### src/rtl/dbgport_pkg.sv
package dbgport_pkg;
  typedef enum logic [1:0] {
    ADR_IDABT = 2'd0,
    ADR_CTLWC = 2'd1,
    ADR_SEL   = 2'd2,
    ADR_NONE  = 2'd3
  } dp_addr_e;

  // abort data [4:0], MSB first
  typedef struct packed {
    logic orun;
    logic wderr;
    logic err;
    logic cmp;
    logic abort;
  } abort_t;

  typedef struct packed {
    logic wderr;
    logic readok;
    logic err;
    logic cmp;
    logic orun;
  } flags_t;

  localparam int CS_ACK_TOP  = 31;
  localparam int CS_REQ_TOP  = 30;
  localparam int CS_TRN_LSB  = 12;
  localparam int CS_MASK_LSB = 8;
  localparam int CS_WDE      = 7;
  localparam int CS_ROK      = 6;
  localparam int CS_ERR      = 5;
  localparam int CS_CMP      = 4;
  localparam int CS_MODE_LSB = 2;
  localparam int CS_ORUN     = 1;
  localparam int CS_ORDET    = 0;
  localparam int SEL_AP_LSB  = 24;
  localparam int SEL_BK_LSB  = 4;
  localparam int WC_TR_LSB   = 8;
  localparam int WC_MD_LSB   = 6;
endpackage

### src/rtl/dbgport_sync.sv
module dbgport_sync #(
  parameter int W      = 3,
  parameter int STAGES = 2
) (
  input  logic         clk,
  input  logic         rst_n,
  input  logic [W-1:0] d,
  output logic [W-1:0] q
);
  logic [W-1:0] stg [STAGES];

  always_ff @(posedge clk or negedge rst_n) begin
    if (!rst_n) begin
      for (int s = 0; s < STAGES; s++) stg[s] <= '0;
    end else begin
      stg[0] <= d;
      for (int s = 1; s < STAGES; s++) stg[s] <= stg[s-1];
    end
  end

  assign q = stg[STAGES-1];

  generate
    if (STAGES == 2) begin : g_chk
      logic [1:0] warm;
      always_ff @(posedge clk or negedge rst_n) begin
        if (!rst_n) warm <= '0;
        else if (warm != 2'd2) warm <= warm + 2'd1;
      end
      // output equals the input of two edges earlier
      p_sync_latency_r5: assert property (@(posedge clk) disable iff (!rst_n)
        (warm == 2'd2) |-> (q == $past(d, 2)));
    end
  endgenerate
endmodule

### src/rtl/dbgport_flags.sv
module dbgport_flags
  import dbgport_pkg::*;
(
  input  logic   clk,
  input  logic   rst_n,
  input  logic   clr_v,
  input  abort_t clr,
  input  logic   ev_bus_err,
  input  logic   ev_wdata_err,
  input  logic   ev_overrun,
  input  logic   ev_cmp_match,
  input  logic   orun_en,
  input  logic   rd_done,
  input  logic   rd_ok,
  output flags_t flags
);
  always_ff @(posedge clk or negedge rst_n) begin
    if (!rst_n) begin
      flags <= '0;
    end else begin
      flags.cmp   <= (flags.cmp   & ~(clr_v & clr.cmp))   | ev_cmp_match;
      flags.err   <= (flags.err   & ~(clr_v & clr.err))   | ev_bus_err;
      flags.wderr <= (flags.wderr & ~(clr_v & clr.wderr)) | ev_wdata_err;
      flags.orun  <= (flags.orun  & ~(clr_v & clr.orun))  | (ev_overrun & orun_en);
      if (rd_done) flags.readok <= rd_ok;
    end
  end

  p_abort_keeps_err_r8: assert property (@(posedge clk) disable iff (!rst_n)
    (clr_v && clr.abort && !clr.err && flags.err) |=> flags.err);
  p_clear_err_r7: assert property (@(posedge clk) disable iff (!rst_n)
    (clr_v && clr.err && !ev_bus_err) |=> !flags.err);
  p_set_wins_r7: assert property (@(posedge clk) disable iff (!rst_n)
    ev_cmp_match |=> flags.cmp);
  p_orun_gated_r6: assert property (@(posedge clk) disable iff (!rst_n)
    (!orun_en && !flags.orun) |=> !flags.orun);
endmodule

### src/rtl/dbgport_cfg.sv
module dbgport_cfg
  import dbgport_pkg::*;
#(
  parameter int TRN_W   = 10,
  parameter int MASK_W  = 4,
  parameter int APSEL_W = 8,
  parameter int BANK_W  = 4,
  parameter int NREQ    = 3
) (
  input  logic               clk,
  input  logic               rst_n,
  input  logic               wr_sel,
  input  logic               wr_ctrl,
  input  logic               wr_wcr,
  input  logic               abort_req,
  input  logic [31:0]        wdata,
  output logic [APSEL_W-1:0] apsel,
  output logic [BANK_W-1:0]  bank,
  output logic               ctrlsel,
  output logic [NREQ-1:0]    pwr_req,
  output logic [TRN_W-1:0]   trncnt,
  output logic [MASK_W-1:0]  mask,
  output logic [1:0]         trnmode,
  output logic               orun_en,
  output logic [1:0]         turnround
);
  always_ff @(posedge clk or negedge rst_n) begin
    if (!rst_n) begin
      apsel   <= '0;
      bank    <= '0;
      ctrlsel <= 1'b0;
    end else if (wr_sel) begin
      apsel   <= wdata[SEL_AP_LSB +: APSEL_W];
      bank    <= wdata[SEL_BK_LSB +: BANK_W];
      ctrlsel <= wdata[0];
    end
  end

  generate
    for (genvar i = 0; i < NREQ; i++) begin : g_req
      always_ff @(posedge clk or negedge rst_n) begin
        if (!rst_n)       pwr_req[i] <= 1'b0;
        else if (wr_ctrl) pwr_req[i] <= wdata[CS_REQ_TOP - 2*i];
      end
    end
  endgenerate

  always_ff @(posedge clk or negedge rst_n) begin
    if (!rst_n) begin
      trncnt  <= '0;
      mask    <= '0;
      trnmode <= '0;
      orun_en <= 1'b0;
    end else if (abort_req) begin
      trncnt  <= '0;
    end else if (wr_ctrl) begin
      trncnt  <= wdata[CS_TRN_LSB +: TRN_W];
      mask    <= wdata[CS_MASK_LSB +: MASK_W];
      trnmode <= wdata[CS_MODE_LSB +: 2];
      orun_en <= wdata[CS_ORDET];
    end
  end

  always_ff @(posedge clk or negedge rst_n) begin
    if (!rst_n)      turnround <= 2'b00;
    else if (wr_wcr) turnround <= wdata[WC_TR_LSB +: 2];
  end

  p_abort_zeroes_count_r8: assert property (@(posedge clk) disable iff (!rst_n)
    abort_req |=> (trncnt == '0));
  p_bank_hold_r3: assert property (@(posedge clk) disable iff (!rst_n)
    !wr_sel |=> $stable(ctrlsel));
endmodule

### src/rtl/dbgport_regbank.sv
module dbgport_regbank
  import dbgport_pkg::*;
#(
  parameter int          APSEL_W = 8,
  parameter int          BANK_W  = 4,
  parameter int          TRN_W   = 10,
  parameter int          MASK_W  = 4,
  parameter int          SYNC_N  = 2,
  parameter logic [3:0]  ID_VER  = 4'h2,
  parameter logic [15:0] ID_PART = 16'h4D2A,
  parameter logic [10:0] ID_MFR  = 11'h2C5
) (
  input  logic               clk,
  input  logic               rst_n,
  input  logic               req_valid,
  input  logic               req_ap,
  input  logic               req_write,
  input  logic [1:0]         req_addr,
  input  logic [31:0]        req_wdata,
  output logic               rsp_valid,
  output logic [31:0]        rsp_rdata,
  output logic               rsp_ok,
  input  logic               ev_bus_err,
  input  logic               ev_wdata_err,
  input  logic               ev_overrun,
  input  logic               ev_cmp_match,
  input  logic               ev_rd_done,
  input  logic               ev_rd_ok,
  input  logic               sys_pwrup_ack,
  input  logic               dbg_pwrup_ack,
  input  logic               dbg_rst_ack,
  output logic               sys_pwrup_req,
  output logic               dbg_pwrup_req,
  output logic               dbg_rst_req,
  output logic               dap_abort,
  output logic [APSEL_W-1:0] ap_sel,
  output logic [BANK_W-1:0]  ap_bank,
  output logic [1:0]         trn_mode,
  output logic [MASK_W-1:0]  mask_lane,
  output logic [1:0]         turnround
  ,output logic              ap_fwd_block
);
  localparam int NHS = 3;
  localparam logic [31:0] ID_WORD = {ID_VER, ID_PART, ID_MFR, 1'b1};

  dp_addr_e addr;
  abort_t   ab;
  logic     dp, wr_abort, wr_ctrl, wr_wcr, wr_sel, rd_id, rd_bank, hit;
  logic     ctrlsel, orun_en;
  logic [NHS-1:0]    acks, acks_s, reqs;
  logic [TRN_W-1:0]  trncnt;
  flags_t   flags;
  logic [31:0] cs_word, wc_word, rd_mux;

  assign addr     = dp_addr_e'(req_addr);
  assign ab       = abort_t'(req_wdata[4:0]);
  assign dp       = req_valid & ~req_ap;
  assign wr_abort = dp & req_write & (addr == ADR_IDABT);
  assign wr_ctrl  = dp & req_write & (addr == ADR_CTLWC) & ~ctrlsel;
  assign wr_wcr   = dp & req_write & (addr == ADR_CTLWC) & ctrlsel;
  assign wr_sel   = dp & req_write & (addr == ADR_SEL);
  assign rd_id    = dp & ~req_write & (addr == ADR_IDABT);
  assign rd_bank  = dp & ~req_write & (addr == ADR_CTLWC);
  assign hit      = wr_abort | wr_ctrl | wr_wcr | wr_sel | rd_id | rd_bank;

  assign acks = {dbg_rst_ack, dbg_pwrup_ack, sys_pwrup_ack};

  dbgport_sync #(.W(NHS), .STAGES(SYNC_N)) u_sync (
    .clk(clk), .rst_n(rst_n), .d(acks), .q(acks_s)
  );

  dbgport_flags u_flags (
    .clk(clk), .rst_n(rst_n), .clr_v(wr_abort), .clr(ab),
    .ev_bus_err(ev_bus_err), .ev_wdata_err(ev_wdata_err),
    .ev_overrun(ev_overrun), .ev_cmp_match(ev_cmp_match),
    .orun_en(orun_en), .rd_done(ev_rd_done), .rd_ok(ev_rd_ok),
    .flags(flags)
  );

  dbgport_cfg #(
    .TRN_W(TRN_W), .MASK_W(MASK_W), .APSEL_W(APSEL_W),
    .BANK_W(BANK_W), .NREQ(NHS)
  ) u_cfg (
    .clk(clk), .rst_n(rst_n), .wr_sel(wr_sel), .wr_ctrl(wr_ctrl),
    .wr_wcr(wr_wcr), .abort_req(wr_abort & ab.abort), .wdata(req_wdata),
    .apsel(ap_sel), .bank(ap_bank), .ctrlsel(ctrlsel), .pwr_req(reqs),
    .trncnt(trncnt), .mask(mask_lane), .trnmode(trn_mode),
    .orun_en(orun_en), .turnround(turnround)
  );

  always_comb begin
    cs_word = '0;
    for (int i = 0; i < NHS; i++) begin
      cs_word[CS_ACK_TOP - 2*i] = acks_s[i];
      cs_word[CS_REQ_TOP - 2*i] = reqs[i];
    end
    cs_word[CS_TRN_LSB +: TRN_W]   = trncnt;
    cs_word[CS_MASK_LSB +: MASK_W] = mask_lane;
    cs_word[CS_WDE]                = flags.wderr;
    cs_word[CS_ROK]                = flags.readok;
    cs_word[CS_ERR]                = flags.err;
    cs_word[CS_CMP]                = flags.cmp;
    cs_word[CS_MODE_LSB +: 2]      = trn_mode;
    cs_word[CS_ORUN]               = flags.orun;
    cs_word[CS_ORDET]              = orun_en;
  end

  always_comb begin
    wc_word = '0;
    wc_word[WC_TR_LSB +: 2] = turnround;
    wc_word[WC_MD_LSB +: 2] = 2'b01;
  end

  always_comb begin
    rd_mux = '0;
    if (rd_id)        rd_mux = ID_WORD;
    else if (rd_bank) rd_mux = ctrlsel ? wc_word : cs_word;
  end

  always_ff @(posedge clk or negedge rst_n) begin
    if (!rst_n) begin
      rsp_valid <= 1'b0;
      rsp_ok    <= 1'b0;
      rsp_rdata <= '0;
      dap_abort <= 1'b0;
    end else begin
      rsp_valid <= dp;
      rsp_ok    <= hit;
      rsp_rdata <= rd_mux;
      dap_abort <= wr_abort & ab.abort;
    end
  end

  assign sys_pwrup_req = reqs[0];
  assign dbg_pwrup_req = reqs[1];
  assign dbg_rst_req   = reqs[2];
  assign ap_fwd_block  = flags.err;

  p_rsp_follows_r12: assert property (@(posedge clk) disable iff (!rst_n)
    (req_valid && !req_ap) |=> rsp_valid);
  p_no_rsp_idle_r12: assert property (@(posedge clk) disable iff (!rst_n)
    !(req_valid && !req_ap) |=> !rsp_valid);
  p_block_rises_r10: assert property (@(posedge clk) disable iff (!rst_n)
    ev_bus_err |=> ap_fwd_block);
endmodule

### config.mk
export PLATFORM = sky130hd
export DESIGN_NAME = dbgport_regbank
export DESIGN_NICKNAME = d
export VERILOG_FILES = /design/src/rtl/dbgport_pkg.sv /design/src/rtl/dbgport_sync.sv /design/src/rtl/dbgport_flags.sv /design/src/rtl/dbgport_cfg.sv /design/src/rtl/dbgport_regbank.sv
export SDC_FILE = /design/constraint.sdc
export NUM_CORES = 1
export LEC_CHECK = 0
export BUFFER_PORTS_ARGS = -buffer_cell sky130_fd_sc_hd__buf_2
export CAP_MARGIN = 25
export CORE_MARGIN = 5
export CORE_UTILIZATION = 50
export DETAILED_ROUTE_END_ITERATION = 12
export PLACE_DENSITY = 0.77
export SLEW_MARGIN = 20
export SYNTH_ARGS = -nofsm -noshare
export SYNTH_HDL_FRONTEND = slang
export SYNTH_HIERARCHICAL = 1
export SYNTH_SLANG_ARGS = --single-unit
### constraint.sdc
create_clock -name clk -period 3.4 [get_ports clk]
set_input_delay 0.17 -clock clk [delete_from_list [all_inputs] [get_ports clk]]
set_output_delay 0.17 -clock clk [all_outputs]
set_load 0.1 [all_outputs]
# After elaboration in Yosys (flattened, before gate mapping)
# Index checks and enable logic that the tools add are counted.
[word_totals]
regBits = 81
latchBits = 0
ram_bits = 0
rom_bits = 0
in_bits = 48
mem_count = 0
[classes]
n_addsub = 0
n_mul = 0
div_mod_pow = 0
order_cmp = 0
eq_ne = 2
shift = 0
n_mux = 5
bitwise = 37
n_reduce_logical = 3
[op_table]
columns = ["operator", "n"]
rows = [
  ["$mux 32", 3],
  ["$and 1x1->1", 20],
  ["$mux 10", 2],
  ["$or 1x1->1", 9],
  ["$not 1->1", 8],
  ["$eq 2x1->1 const B", 1],
  ["$eq 2x2->1 const B", 1],
  ["$logic_not 2->1", 1],
  ["$reduce_and 2->1", 1],
  ["$reduce_bool 2->1", 1],
]

# Depth between registers and ports, before layout
# Gate-level depths: netlist (run 1).
[logic_depth]
word_depth = 10
ltp_mapped = 7
ltp_nobuf = 4

# Hierarchy
# The synthesis (run 1) kept the hierarchy.
[modules_own_cells]
columns = ["module", "instances", "cells_each", "area_per_inst_um2", "seq_area_each_um2"]
rows = [
  ["dbgport_regbank", 1, 115, 1376.3, 800.8],
  ["dbgport_cfg", 1, 86, 1373.8, 875.8],
  ["dbgport_flags", 1, 14, 186.4, 125.1],
  ["dbgport_sync", 1, 9, 172.7, 150.1],
]

# Least setup slack after synthesis (run 1)
# OpenSTA, ideal clock, no wires.
[synth_path]
path_kind = "reg2reg"
startpoint = "reg u_cfg.ctrlsel"
endpoint = "reg u_cfg.mask[2]"
t_arrival_ps = 1527
required_ps = 3274
setup_slack_ps = 1746
path_stages_with_launch = 7
period_less_slack_ps = 1654
cell_sequence = "dfrtp_1 clkbuf_1 nor3_1 buf_6 nor2b_4 buf_6 mux2_4"
[synth_via]
elab_chain_cells = 3
[synth_rtl]
columns = ["item", "line_no", "rtl"]
rows = [
  ["from (decl)", "dbgport_cfg.sv:19", "output logic ctrlsel,"],
  ["from (signal assigned)", "dbgport_cfg.sv:35", "ctrlsel <= wdata[0];"],
  ["$not 1->1", "dbgport_regbank.sv:59", "assign wr_ctrl = dp & req_write & (addr == ADR_CTLWC) & ~ctrlsel;"],
  ["$and 1x1->1", "dbgport_regbank.sv:59", ""],
  ["net wr_ctrl", "dbgport_regbank.sv:48", "logic dp, wr_abort, wr_ctrl, wr_wcr, wr_sel, rd_id, rd_bank, hit;"],
  ["$reduce_and 2->1 (no line)", "-", ""],
  ["to (signal assigned)", "dbgport_cfg.sv:58", "mask <= wdata[CS_MASK_LSB +: MASK_W];"],
  ["to (decl)", "dbgport_cfg.sv:22", "output logic [MASK_W-1:0] mask,"],
]
# The timed path passes the listed nets, and every way through them passes these cells.
# A chain may end at the register's enable or synchronous reset.

# Final worst setup path (run 1)
# Same ends and word-level chain as after synthesis.

==> results of run 1 <==
## stage by stage
step                utilization, %  cells
floorplan                        -    225
global placement              60.0    385
detailed placement            60.0    385
CTS                           63.9    405
global route                  64.1    406
finish                        64.1    406
## synth_stat cells
master	count	area, sq um
sky130_fd_sc_hd__mux2_4	8	120
sky130_fd_sc_hd__conb_1	1	3.75
sky130_fd_sc_hd__nor3_1	9	45.0
sky130_fd_sc_hd__mux2_2	18	203
sky130_fd_sc_hd__or3b_1	2	17.5
sky130_fd_sc_hd__buf_8	1	15.0
sky130_fd_sc_hd__a21o_1	3	22.5
sky130_fd_sc_hd__a21oi_2	9	78.8
sky130_fd_sc_hd__or4b_4	1	13.8
sky130_fd_sc_hd__a21oi_1	3	15.0
sky130_fd_sc_hd__nor2b_4	1	13.8
sky130_fd_sc_hd__nor2b_1	1	6.26
sky130_fd_sc_hd__nor3_4	1	16.3
sky130_fd_sc_hd__nor3b_1	1	7.51
sky130_fd_sc_hd__nor3_2	9	90.1
sky130_fd_sc_hd__dfrtp_1	78	1950
sky130_fd_sc_hd__clkbuf_1	2	7.51
sky130_fd_sc_hd__buf_6	5	56.3
sky130_fd_sc_hd__nor2_1	12	45.0
sky130_fd_sc_hd__a22o_1	1	8.76
sky130_fd_sc_hd__nand3b_1	1	7.51
sky130_fd_sc_hd__inv_1	15	56.3
sky130_fd_sc_hd__mux2i_1	12	120
sky130_fd_sc_hd__nor4b_1	1	8.76
sky130_fd_sc_hd__nand2_1	4	15.0
sky130_fd_sc_hd__buf_4	8	60.1
sky130_fd_sc_hd__nand2b_1	13	81.3
sky130_fd_sc_hd__buf_2	3	15.0
sky130_fd_sc_hd__a21boi_0	1	7.51
## flip-flops by register name (all words and copies together) (netlist names)
signal / flops
u_flags/flags: 5
u_cfg/ctrlsel: 1
u_sync/stg: 3
u_cfg/apsel: 8
rsp_valid: 1
u_cfg/trnmode: 2
u_cfg/bank: 4
rsp_rdata: 29
u_cfg/mask: 4
u_cfg/trncnt: 10
dap_abort: 1
u_cfg/turnround: 2
u_cfg/orun_en: 1
u_sync/q: 3
u_cfg/pwr_req: 3
rsp_ok: 1
## kinds of logic (layout without fill, tap and decap cells)
logic type | count (synthesis) | count (layout) | share of synthesized area (%)
DFF | 78 | 78 | 62.8
muxes | 38 | 38 | 14.2
buffers and inverters | 34 | 140 | 6.76
other | 1 | 2 | 0.121
and+or+nand+nor | 56 | 56 | 11.8
AOI/OAI and AO/OA | 17 | 17 | 4.27
## worst paths after layout
| kind | start | endpoint | slack (ns) | cells past startpoint |
|---|---|---|---|---|
| max | u_cfg/ctrlsel | u_cfg/mask[2] | 1.42 | 4 |
| max reg2reg | u_cfg/ctrlsel | u_cfg/mask[2] | 1.42 | 4 |
| min | ev_wdata_err | u_flags/flags[4] | 0.03 | 2 |
| min reg2reg | u_sync/stg[4] | u_sync/q[1] | 0.35 | 0 |
| min in group asynchronous | rst_n | u_flags/flags[1] | 0.43 | 2 |
| max in group asynchronous | rst_n | u_sync/q[1] | 2.50 | 2 |
## where the power goes
part	total [mW]	internal, mW	switching (mW)	leakage [nW]
combinational	0.927	0.192	0.735	0.864
sequential	1.13	1.04	0.0805	0.999
clock	0.668	0.338	0.329	0.0964
## layout make-up
class | count | area, sq um
Clock inverter | 6 | 61.3
Multi-Input combinational cell | 113 | 967
Fill cell | 465 | 2150
Sequential cell | 78 | 1950
Clock buffer | 10 | 128
Tap cell | 75 | 93.8
Inverter | 15 | 56.3
Timing Repair Buffer | 109 | 582
## repair_timing
item	in CTS	in global routing
hold buffers	4	1
endpoints found under the hold margin	4	78
endpoints found under the setup margin	0	0
## worst register-to-register path, delay by kind of cell, from the launching register on
| family | cells | cell delay [ns] |
|---|---|---|
| buffers and inverters | 1 | 0.28 |
| AND/OR/NAND/NOR | 2 | 0.66 |
| multiplexers | 1 | 0.34 |
| flip-flops | 1 | 0.59 |
## routing by layer
layer | share of wire [%] | global-route usage [%] | up-vias
met2 | 49 | 28.4 | 66
met5 | 0 | 0 | -
met1 | 42 | 23.8 | 952
met3 | 7.7 | 5.49 | 10
li1 | - | - | 933
met4 | 1.7 | 7.14 | 0
==> results.txt, run 1 <==
----------------------------------------------------
[Run status]
  Result of the run ... complete, no violations

[Floorplanning]
  Std-Cell Rows ... 28
  Overall die area ... 7900 sq um
  Number of placed I/O pins ... 107
  Floorplan die height ... 88.9 um
  Effective utilization at floorplan ... 51.9%
  Horizontal die dimension ... 88.9 um
  CORE AREA ... 5990 sq um

[Power]
  Leak pwr ... 1.96 nW
  Areal power density over the cells ... 708 nW/um^2
  Maximum resistive drop on vdd ... 0.600 mV
  Total design power ... 2.72 mW

[Detailed routing]
  DRC violations left ... 0
  Total Routed Length ... 6.42 mm
  Drt wl/cell ... 15.8 um
  Detailed Route Iter0 Violations ... 76
  First-pass detailed-route iteration total ... 4
  Detail Route Antenna Nets ... 0
  Vias post-DR ... 1,961
  Vias/cell ... 4.83

[Clock network]
  Max Root-Sink Buffers ... 2
  Level count of the clock H-tree ... 3
  TritonCTS clock tree ... done
  Number of resized instances in the post-cts repair step ... 0
  CTS Root Cell ... sky130_fd_sc_hd__clkbuf_8
  TritonCTS Sinks ... 78
  Post-CTS Repair Setup Buffers ... 0
  Clock transition time at the flip-flop clock pins of the worst setup and hold paths ... 0.08 ns
  Clock buffer count from CTS ... 9
  Clk Latency, worst-skew pair ... 0.34 ns

[Setup path]
  Kind of launch point of the worst setup path ... flop
  Cell class contributing the biggest share of worst-path delay ... simple AND/OR/NAND/NOR gates
  Count of buffering cells on the critical path with inverters included ... 1
  Crit-path max cell delay ... 0.59 ns
  Ordered cell list for the critical path ... nor3_2 > buf_4 > nor2b_4 > mux2_4
  Largest fanout of any net on the critical path ... 18
  Arrival time at the worst endpoint ... 2.20 ns
  Critical path's slowest cell ... sky130_fd_sc_hd__dfrtp_1
  Setup CP Type ... reg2reg
  Category of the worst setup path capture point ... flop
  Crit path required time ... 3.61 ns

[Timing]
  Total negative slack for setup checks ... 0 ns
  Worst relative slew slack ... 34.8%
  Unrepaired setup endpoints after global routing ... no
  Post-route clock skew ... 0.00966 ns
  Maximum achievable frequency ... 504 MHz
  Final worst setup slack ... 1.42 ns
  Slew at the pin closest to its max-slew limit ... 0.973 ns
  Total count of max-transition violations in the final report ... 0
  Final Critical Period ... 1.98 ns
  Final cycle utilization of the critical path ... 58.3%
  Final setup violation count ... 0
  Final-report hold violation count ... 0
  Min Hold Slack ... 0.0252 ns

[Finish]
  Leading cell types in the layout, fill and taps excluded ... 101 x sky130_fd_sc_hd__buf_2, 78 x sky130_fd_sc_hd__dfrtp_1, 18 x sky130_fd_sc_hd__mux2_2, 15 x sky130_fd_sc_hd__inv_1, 13 x sky130_fd_sc_hd__nand2b_1
  Most common library cell in the layout ignoring fill and taps ... sky130_fd_sc_hd__buf_2
  Share of cells above drive strength 1 ... 51.1%
  N_diodes ... 0
  Area added between synthesis and finish ... 23.5%
  Number of nets in the final layout ... 374
  Post-Layout Inst Area ... 3840 sq um

[Logic synthesis]
  Netlist area before placement ... 3110 sq um
  Number of library cell types mapped by synthesis ... 29
  Sequential area share after synthesis ... 62.8%
  Warnings, synthesis ... 6
  Mean instance size in the synthesized netlist ... 13.9 sq um
  Number of instances in the synthesized netlist ... 224
  Synth Register Bits ... 78

[Placement]
  Post-placement setup slack ... 1.30 ns
  Total of buffers placed on input and output ports ... 102
  Instance area at placement ... 3600 sq um
  Placed wire-length estimate ... 4.52 mm
  Weighted congestion reported at the end of routability-driven placement ... 0.715

[Flow run]
  Reported max-cap violation count ... 0

[Global route]
  Pin count of the biggest net entering global routing ... 79
  Global-route wire length before repair ... 10.7 mm
  Remaining global-route overflow ... 0
  Initial antenna violation count ... 0
  Number of global-route vias before repair ... 2,142
  Global routing usage summed across all routing layers ... 18.2%

[Min path]
  Path category of the worst min-delay check ... in2reg

----------------------------------------------------
Note: power is estimated with default switching activity, not from simulation.
==> inputs of run 2 (changes only) <==
CORE_UTILIZATION = 49   (was 50)
PLACE_DENSITY = 0.75   (was 0.77)
clock period = 1.86 ns   (was 3.4 ns; I/O delays follow)
==> run 2 against run 1 <==
  * Design area increased by 8.5%
  * Critical path depth increased by 2
  * Global-route usage down 0.33 points
  * Largest power group unchanged
  * Core utilization is 2.3 points higher
  * Clock power rose by 75%
  * Largest cell class unchanged
  * Register-to-register slack worse by 1.1 ns
  * First-iteration DRC count is 33% lower
  * Highest routed layer unchanged
  * Die area rose by 1.8%
  * Sequential cell count did not move
==> results.txt, run 2 (synthesis gave the netlist of run 1 again) <==
----------------------------------------------------
[Detailed routing]
  Total Routed Length ... 6.61 mm (+2.9%)
  Detail Route Antenna Nets ... 0 (unchanged)
  First-pass detailed-route iteration total ... 4 (unchanged)
  Vias post-DR ... 2,048 (+4.4%)
  DRC violations left ... 0 (unchanged)
  Vias/cell ... 4.65 (-3.6%)
  Detailed Route Iter0 Violations ... 51 (-33%)
  Drt wl/cell ... 15.0 um (-5.0%)

[Power]
  Leak pwr ... 2.10 nW (+7.4%)
  Logic pwr share ... 35.4% (+1.3 points)
  Switching Share ... 41.7% (-0.35 points)
  Part of the total power dissipated in sequential elements ... 41.1% (-0.3 points)
  Sw power ... 2.08 mW (+82%)
  Maximum resistive drop on vdd ... 0.955 mV (+59%)
  Clock power frac ... 23.5% (-1.1 points)
  Areal power density over the cells ... 1200 nW/um^2 (+69%)
  Internal power ... 2.90 mW (+84%)

[Floorplanning]
  Std-Cell Rows ... 29 (+3.6%)
  Effective utilization at floorplan ... 49.5% (-2.4 points)
  Number of placed I/O pins ... 107 (unchanged)
  CORE AREA ... 6280 sq um (+4.8%)
  Overall die area ... 8040 sq um (+1.8%)
  Horizontal die dimension ... 89.7 um (+0.90%)
  Floorplan die height ... 89.7 um (+0.90%)

[Setup path]
  Kind of launch point of the worst setup path ... primary input
  Setup CP Type ... in2reg
  Crit-path max cell delay ... 0.53 ns (-0.06 ns)
  Largest fanout of any net on the critical path ... 7 (-11)
  Worst r2r path cells ... 3 (-1)
  Worst flop-to-flop path startpoint ... u_cfg/ctrlsel
  Arrival time at the worst endpoint ... 2.02 ns (-0.18 ns)
  Count of buffering cells on the critical path with inverters included ... 2 (+1)
  Cell class contributing the biggest share of worst-path delay ... simple AND/OR/NAND/NOR gates
  Worst reg2reg path endpoint ... u_cfg/mask[2]
  Category of the worst setup path capture point ... flop
  Register-to-Register Setup Slack ... 0.27 ns (-1.15 ns)
  Critical path's slowest cell ... sky130_fd_sc_hd__dlygate4sd3_1
  Crit path required time ... 2.08 ns (-1.53 ns)
  Ordered cell list for the critical path ... dlygate4sd3_1 > buf_2 > nand3b_1 > nor3_2 > nor2b_4 > mux2_4

[Timing]
  Total count of max-transition violations in the final report ... 0 (unchanged)
  Total negative slack for setup checks ... 0 ns (unchanged)
  Final Critical Period ... 1.81 ns
  Final setup violation count ... 0 (unchanged)
  Maximum achievable frequency ... 554 MHz
  Final-report hold violation count ... 0 (unchanged)
  Worst relative slew slack ... 42.9% (+8.0 points)
  Final cycle utilization of the critical path ... 97.1%
  Final worst setup slack ... 0.0546 ns (-1.36 ns)
  Post-route clock skew ... 0.00710 ns (-0.00256 ns)
  Slew at the pin closest to its max-slew limit ... 0.857 ns (-0.116 ns)

[Finish]
  Final cell utilization of the core ... 66.4% (+2.3 points)
  Area added between synthesis and finish ... 34.0%
  N_diodes ... 0 (unchanged)
  Area of combinational cells with multiple inputs ... 976 sq um (+0.91%)
  Fill count ... 484 (+4.1%)
  Flip-flop count of the largest register after layout ... 29 (unchanged)
  Area occupied by registers ... 1950 sq um (unchanged)
  Number of nets in the final layout ... 406 (+8.6%)
  Share of cells above drive strength 1 ... 47.9% (-3.1 points)
  Registers with the most flip-flops ... rsp_rdata: 29 flops, u_cfg/trncnt: 10 flops, u_cfg/apsel: 8 flops
  Top register by number of flip-flops ... rsp_rdata
  Post-route insts no fill ... 440 (+8.4%)
  Leading cell types in the layout, fill and taps excluded ... 101 x sky130_fd_sc_hd__buf_2, 78 x sky130_fd_sc_hd__dfrtp_1, 32 x sky130_fd_sc_hd__dlygate4sd3_1, 18 x sky130_fd_sc_hd__mux2_2, 15 x sky130_fd_sc_hd__inv_1
  Most common library cell in the layout ignoring fill and taps ... sky130_fd_sc_hd__buf_2

[Placement]
  Placed Cells incl. Taps ... 392 (+1.8%)
  Placed wire-length estimate ... 4.51 mm (-0.18%)
  Total of buffers placed on input and output ports ... 102 (unchanged)
  Weighted congestion reported at the end of routability-driven placement ... 0.715 (about the same)
  Post-placement setup slack ... 0.259 ns (-1.04 ns)

[Flow run]
  Reported max-cap violation count ... 0 (unchanged)

[Clock network]
  Level count of the clock H-tree ... 3 (unchanged)
  TritonCTS clock tree ... done
  Clk Latency, worst-skew pair ... 0.34 ns (about the same)
  Clock buffer count from CTS ... 9 (unchanged)
  CTS Root Cell ... sky130_fd_sc_hd__clkbuf_8
  Max Root-Sink Buffers ... 2 (unchanged)
  Clock transition time at the flip-flop clock pins of the worst setup and hold paths ... 0.07 ns (about the same)
  TritonCTS Sinks ... 78 (unchanged)

[Min path]
  Depth of the worst hold-timing path ... 3 (+1)
  Startpoint of the worst hold path ... req_wdata[19]
  Path category of the worst min-delay check ... in2reg
  End point of the worst hold path ... u_cfg/trncnt[7]

[Run status]
  Result of the run ... complete, no violations

[Global route]
  Global routing usage summed across all routing layers ... 17.8% (-0.33 points)
  Number of global-route vias before repair ... 2,153 (+0.51%)
  Global-route wire length before repair ... 10.6 mm (-0.45%)
  Remaining global-route overflow ... 0 (unchanged)
  Initial antenna violation count ... 0 (unchanged)
  Pin count of the biggest net entering global routing ... 42 (-47%)

----------------------------------------------------
==> run 2: cell count changes in the layout (fill, tap and decap cells not counted), sizes merged <==
cell	delta
buf	+5
clkbuf	+3
bufinv	-1
dlygate4sd3	+27
inv	-1
clkinv	-1
==> run 2: how the worst max path moves through the flow <==
stage	startpoint	to	cells past startpoint
final	req_ap	u_cfg/mask[2]	6
after global routing	req_ap	u_cfg/trnmode[0]	6
after CTS	req_ap	u_cfg/mask[2]	6
after detailed placement	req_ap	u_cfg/mask[2]	5
after global placement	u_cfg/ctrlsel	u_cfg/trnmode[0]	3
after floorplan	u_cfg/ctrlsel	u_cfg/mask[2]	6
==> run 2: metal layers <==
layer / GRT usage [%] / wire length, um / vias up
met5: 0 / 0 / -
met4: 8.93 / 108 / 0
met3: 3.47 / 403 / 8
met2: 29.7 / 3420 / 58
met1: 22.2 / 2680 / 981
li1: - / - / 1001
==> run 2: power groups by stage <==
stage / Combinational [mW] / Clock, mW / Sequential (mW)
finish: 1.76 / 1.17 / 2.05
global route: 1.84 / 1.29 / 2.08
CTS: 1.77 / 1.22 / 2.05
detailed placement: 1.72 / 0 / 2.08
global placement: 1.69 / 0 / 2.07
floorplan: 0.398 / 0 / 3.07
==> run 2: metrics by stage <==
stage                     hold WS [ns]  power [mW]  cell area [sq um]
final                           0.0185        4.98               4170
after global placement          0.0962        3.77               3650
after CTS                      0.00255        5.04               4160
after floorplan                 -0.203        3.47               3110
after detailed placement         0.104        3.80               3650
after global routing            0.0230        5.21               4170
==> run 2: final cells by class <==
| class | count | area share (%) |
|---|---|---|
| flip-flops and latches | 78 | 46.9 |
| multi-input cells | 113 | 23.4 |
| repair buffers | 141 | 21.6 |
| clock buffers | 13 | 4.06 |
| well taps | 77 | 2.31 |
| inverters | 15 | 1.35 |
| clock inverters | 3 | 0.421 |
==> run 2: worst register-to-register path, stage by stage (launching register included) <==
cell,delay (ns)
sky130_fd_sc_hd__dfrtp_1,0.51
sky130_fd_sc_hd__nor3_2,0.26
sky130_fd_sc_hd__nor2b_4,0.37
sky130_fd_sc_hd__mux2_4,0.34
==> run 2: timing repair <==
action	4_1_cts	5_1_grt
endpoints found under the hold margin	74	0
resized for setup	0	1
setup buffers	0	0
endpoints found under the setup margin	0	7
hold buffers	32	0
==> inputs of run 3 (changes only) <==
CORE_UTILIZATION = 45   (was 49)
PLACE_DENSITY = 0.73   (was 0.75)
SETUP_SLACK_MARGIN = 0.3   (was default)
clock period = 1.6 ns   (was 1.86 ns; I/O delays follow)
==> run 3 against run 2 <==
  * Via count rose by 4.9%
  * Die area increased by 7.9%
  * Wire length grew 7.0%
  * First-iteration DRC count grew 51%
  * Final cell count is 5.0% higher
  * Combinational power is 22% higher
  * Largest power group unchanged
==> results.txt, run 3 (synthesis gave the netlist of run 1 again) <==
----------------------------------------------------
[Detailed routing]
  First-pass detailed-route iteration total ... 4 (unchanged)
  DRC violations left ... 0 (unchanged)
  Detail Route Antenna Nets ... 0 (unchanged)
  Detailed Route Iter0 Violations ... 77 (+51%)
  Vias post-DR ... 2,148 (+4.9%)
  Drt wl/cell ... 15.3 um (+1.9%)
  Total Routed Length ... 7.07 mm (+7.0%)
  Vias/cell ... 4.65 (-0.11%)

[Floorplanning]
  Floorplan die height ... 93.1 um (+3.9%)
  Horizontal die dimension ... 93.1 um (+3.9%)
  Effective utilization at floorplan ... 46.0% (-3.5 points)
  Overall die area ... 8670 sq um (+7.9%)
  Std-Cell Rows ... 30 (+3.4%)
  CORE AREA ... 6760 sq um (+7.6%)
  Number of placed I/O pins ... 107 (unchanged)

[Setup path]
  Register-to-Register Setup Slack ... 0.25 ns (-0.02 ns)
  Setup CP Type ... reg2reg
  Category of the worst setup path capture point ... flop
  Arrival time at the worst endpoint ... 1.57 ns (-0.45 ns)
  Kind of launch point of the worst setup path ... flop
  Largest fanout of any net on the critical path ... 4 (-3)
  Crit path required time ... 1.82 ns (-0.26 ns)

[Flow run]
  Reported max-cap violation count ... 0 (unchanged)

[Global route]
  Global-route wire length before repair ... 11.3 mm (+6.6%)
  Global routing usage summed across all routing layers ... 17.2% (-0.61 points)
  Initial antenna violation count ... 0 (unchanged)
  Pin count of the biggest net entering global routing ... 41 (-2.4%)
  Number of global-route vias before repair ... 2,261 (+5.0%)
  Remaining global-route overflow ... 0 (unchanged)

[Clock network]
  Max Root-Sink Buffers ... 2 (unchanged)
  Clock transition time at the flip-flop clock pins of the worst setup and hold paths ... 0.08 ns (about the same)
  Clk Latency, worst-skew pair ... 0.34 ns (about the same)
  TritonCTS Sinks ... 78 (unchanged)
  Level count of the clock H-tree ... 3 (unchanged)
  TritonCTS clock tree ... done
  Clock buffer count from CTS ... 9 (unchanged)
  CTS Root Cell ... sky130_fd_sc_hd__clkbuf_8

[Placement]
  Placed wire-length estimate ... 4.56 mm (+1.1%)
  Total of buffers placed on input and output ports ... 102 (unchanged)
  Post-placement setup slack ... -0.00243 ns (-0.261 ns)
  Placed Cells incl. Taps ... 401 (+2.3%)
  Weighted congestion reported at the end of routability-driven placement ... 0.726 (+1.5%)

[Timing]
  Min Hold Slack ... 0.0251 ns (+0.00659 ns)
  Final setup violation count ... 0 (unchanged)
  Final-report hold violation count ... 0 (unchanged)
  Total count of max-transition violations in the final report ... 0 (unchanged)
  Unrepaired setup endpoints after global routing ... yes
  Final Critical Period ... 1.35 ns
  Final worst setup slack ... 0.255 ns (+0.200 ns)
  Maximum achievable frequency ... 743 MHz
  Post-route clock skew ... 0.0106 ns (+0.00349 ns)
  Final cycle utilization of the critical path ... 84.1%

[Run status]
  Result of the run ... complete, no violations

[Finish]
  Area added between synthesis and finish ... 43.5%
  Leading cell types in the layout, fill and taps excluded ... 97 x sky130_fd_sc_hd__buf_2, 75 x sky130_fd_sc_hd__dfrtp_1, 38 x sky130_fd_sc_hd__dlygate4sd3_1, 16 x sky130_fd_sc_hd__mux2_4
  Post-route insts no fill ... 462 (+5.0%)
  Most common library cell in the layout ignoring fill and taps ... sky130_fd_sc_hd__buf_2
  Flip-flop count of the largest register after layout ... 29 (unchanged)
  Top register by number of flip-flops ... rsp_rdata
  Share of cells above drive strength 1 ... 50.3% (+2.3 points)
  Registers with the most flip-flops ... rsp_rdata: 29 flops, u_cfg/trncnt: 10 flops, u_cfg/apsel: 8 flops
  Final cell utilization of the core ... 66.1% (-0.30 points)
  Number of nets in the final layout ... 425 (+4.7%)
  N_diodes ... 0 (unchanged)

[Min path]
  Path category of the worst min-delay check ... in2reg

[Power]
  Areal power density over the cells ... 1380 nW/um^2 (+15%)
  Maximum resistive drop on vdd ... 0.834 mV (-13%)
  Leak pwr ... 2.24 nW (+6.4%)

----------------------------------------------------
## run 3: changes by cell type in the layout (fill, tap and decap cells not counted), moves of 3 or more
cell	before	now
sky130_fd_sc_hd__buf_4	7	15
sky130_fd_sc_hd__mux2_2	18	10
sky130_fd_sc_hd__mux2_4	8	16
sky130_fd_sc_hd__dlygate4sd3_1	32	38
sky130_fd_sc_hd__buf_2	101	97
sky130_fd_sc_hd__clkbuf_4	0	4
sky130_fd_sc_hd__dfrtp_1	78	75
sky130_fd_sc_hd__dfrtp_2	0	3
## run 3: final cells by class
| class | count | area [sq um] |
|---|---|---|
| clock buffer | 10 | 138 |
| clock inverter | 6 | 85.1 |
| fill | 519 | 2290 |
| inverter | 15 | 56.3 |
| multi-input combinational | 113 | 1010 |
| sequential | 78 | 1960 |
| tap | 80 | 100 |
| timing repair buffer | 160 | 1120 |
## run 3: worst max-delay path, stage by stage, from the launching register on
cell                      delay (ns)
sky130_fd_sc_hd__dfrtp_2        0.41
sky130_fd_sc_hd__buf_4          0.13
sky130_fd_sc_hd__inv_1          0.04
sky130_fd_sc_hd__nor3_2         0.29
sky130_fd_sc_hd__mux2_2         0.37
## run 3: report_power, final
part	switching, mW	internal, mW	leakage (nW)
registers	0.163	2.22	0.994
logic	1.61	0.546	1.14
clock network	0.702	0.915	0.108
total	2.47	3.68	2.24
## run 3: per-layer routing
layer	share of wire (%)	GRT usage, %
met1	44	21.7
met5	0	0
met4	1.0	5.49
met3	5.8	5.15
met2	49	28.6
## run 3: final timing paths
check                               from            endpoint  cells past startpoint
setup / recovery           u_cfg/ctrlsel  u_cfg/turnround[0]                      4
hold / removal              req_wdata[1]    u_flags/flags[1]                      3
setup reg to reg           u_cfg/ctrlsel  u_cfg/turnround[0]                      4
hold reg to reg            u_sync/stg[4]         u_sync/q[1]                      0
max in group asynchronous          rst_n       u_cfg/ctrlsel                      3
min in group asynchronous          rst_n       u_cfg/mask[1]                      2
## run 3: per-stage QoR
step	TNS, ns	total power, mW	area, sq um
3_3_place_gp	0	4.43	3750
3_5_place_dp	-0.00243	4.46	3750
5_1_grt	0	6.43	4460
6_report	0	6.16	4460
2_1_floorplan	0	4.09	3180
4_1_cts	0	6.18	4400
## run 3: repair_timing
item                       in CTS  in global routing
resized for setup               3                  6
gates cloned                    0                  1
setup buffers                   3                  3
hold buffers                   38                  0
hold endpoints to repair      119                  0
setup endpoints to repair      27                 22
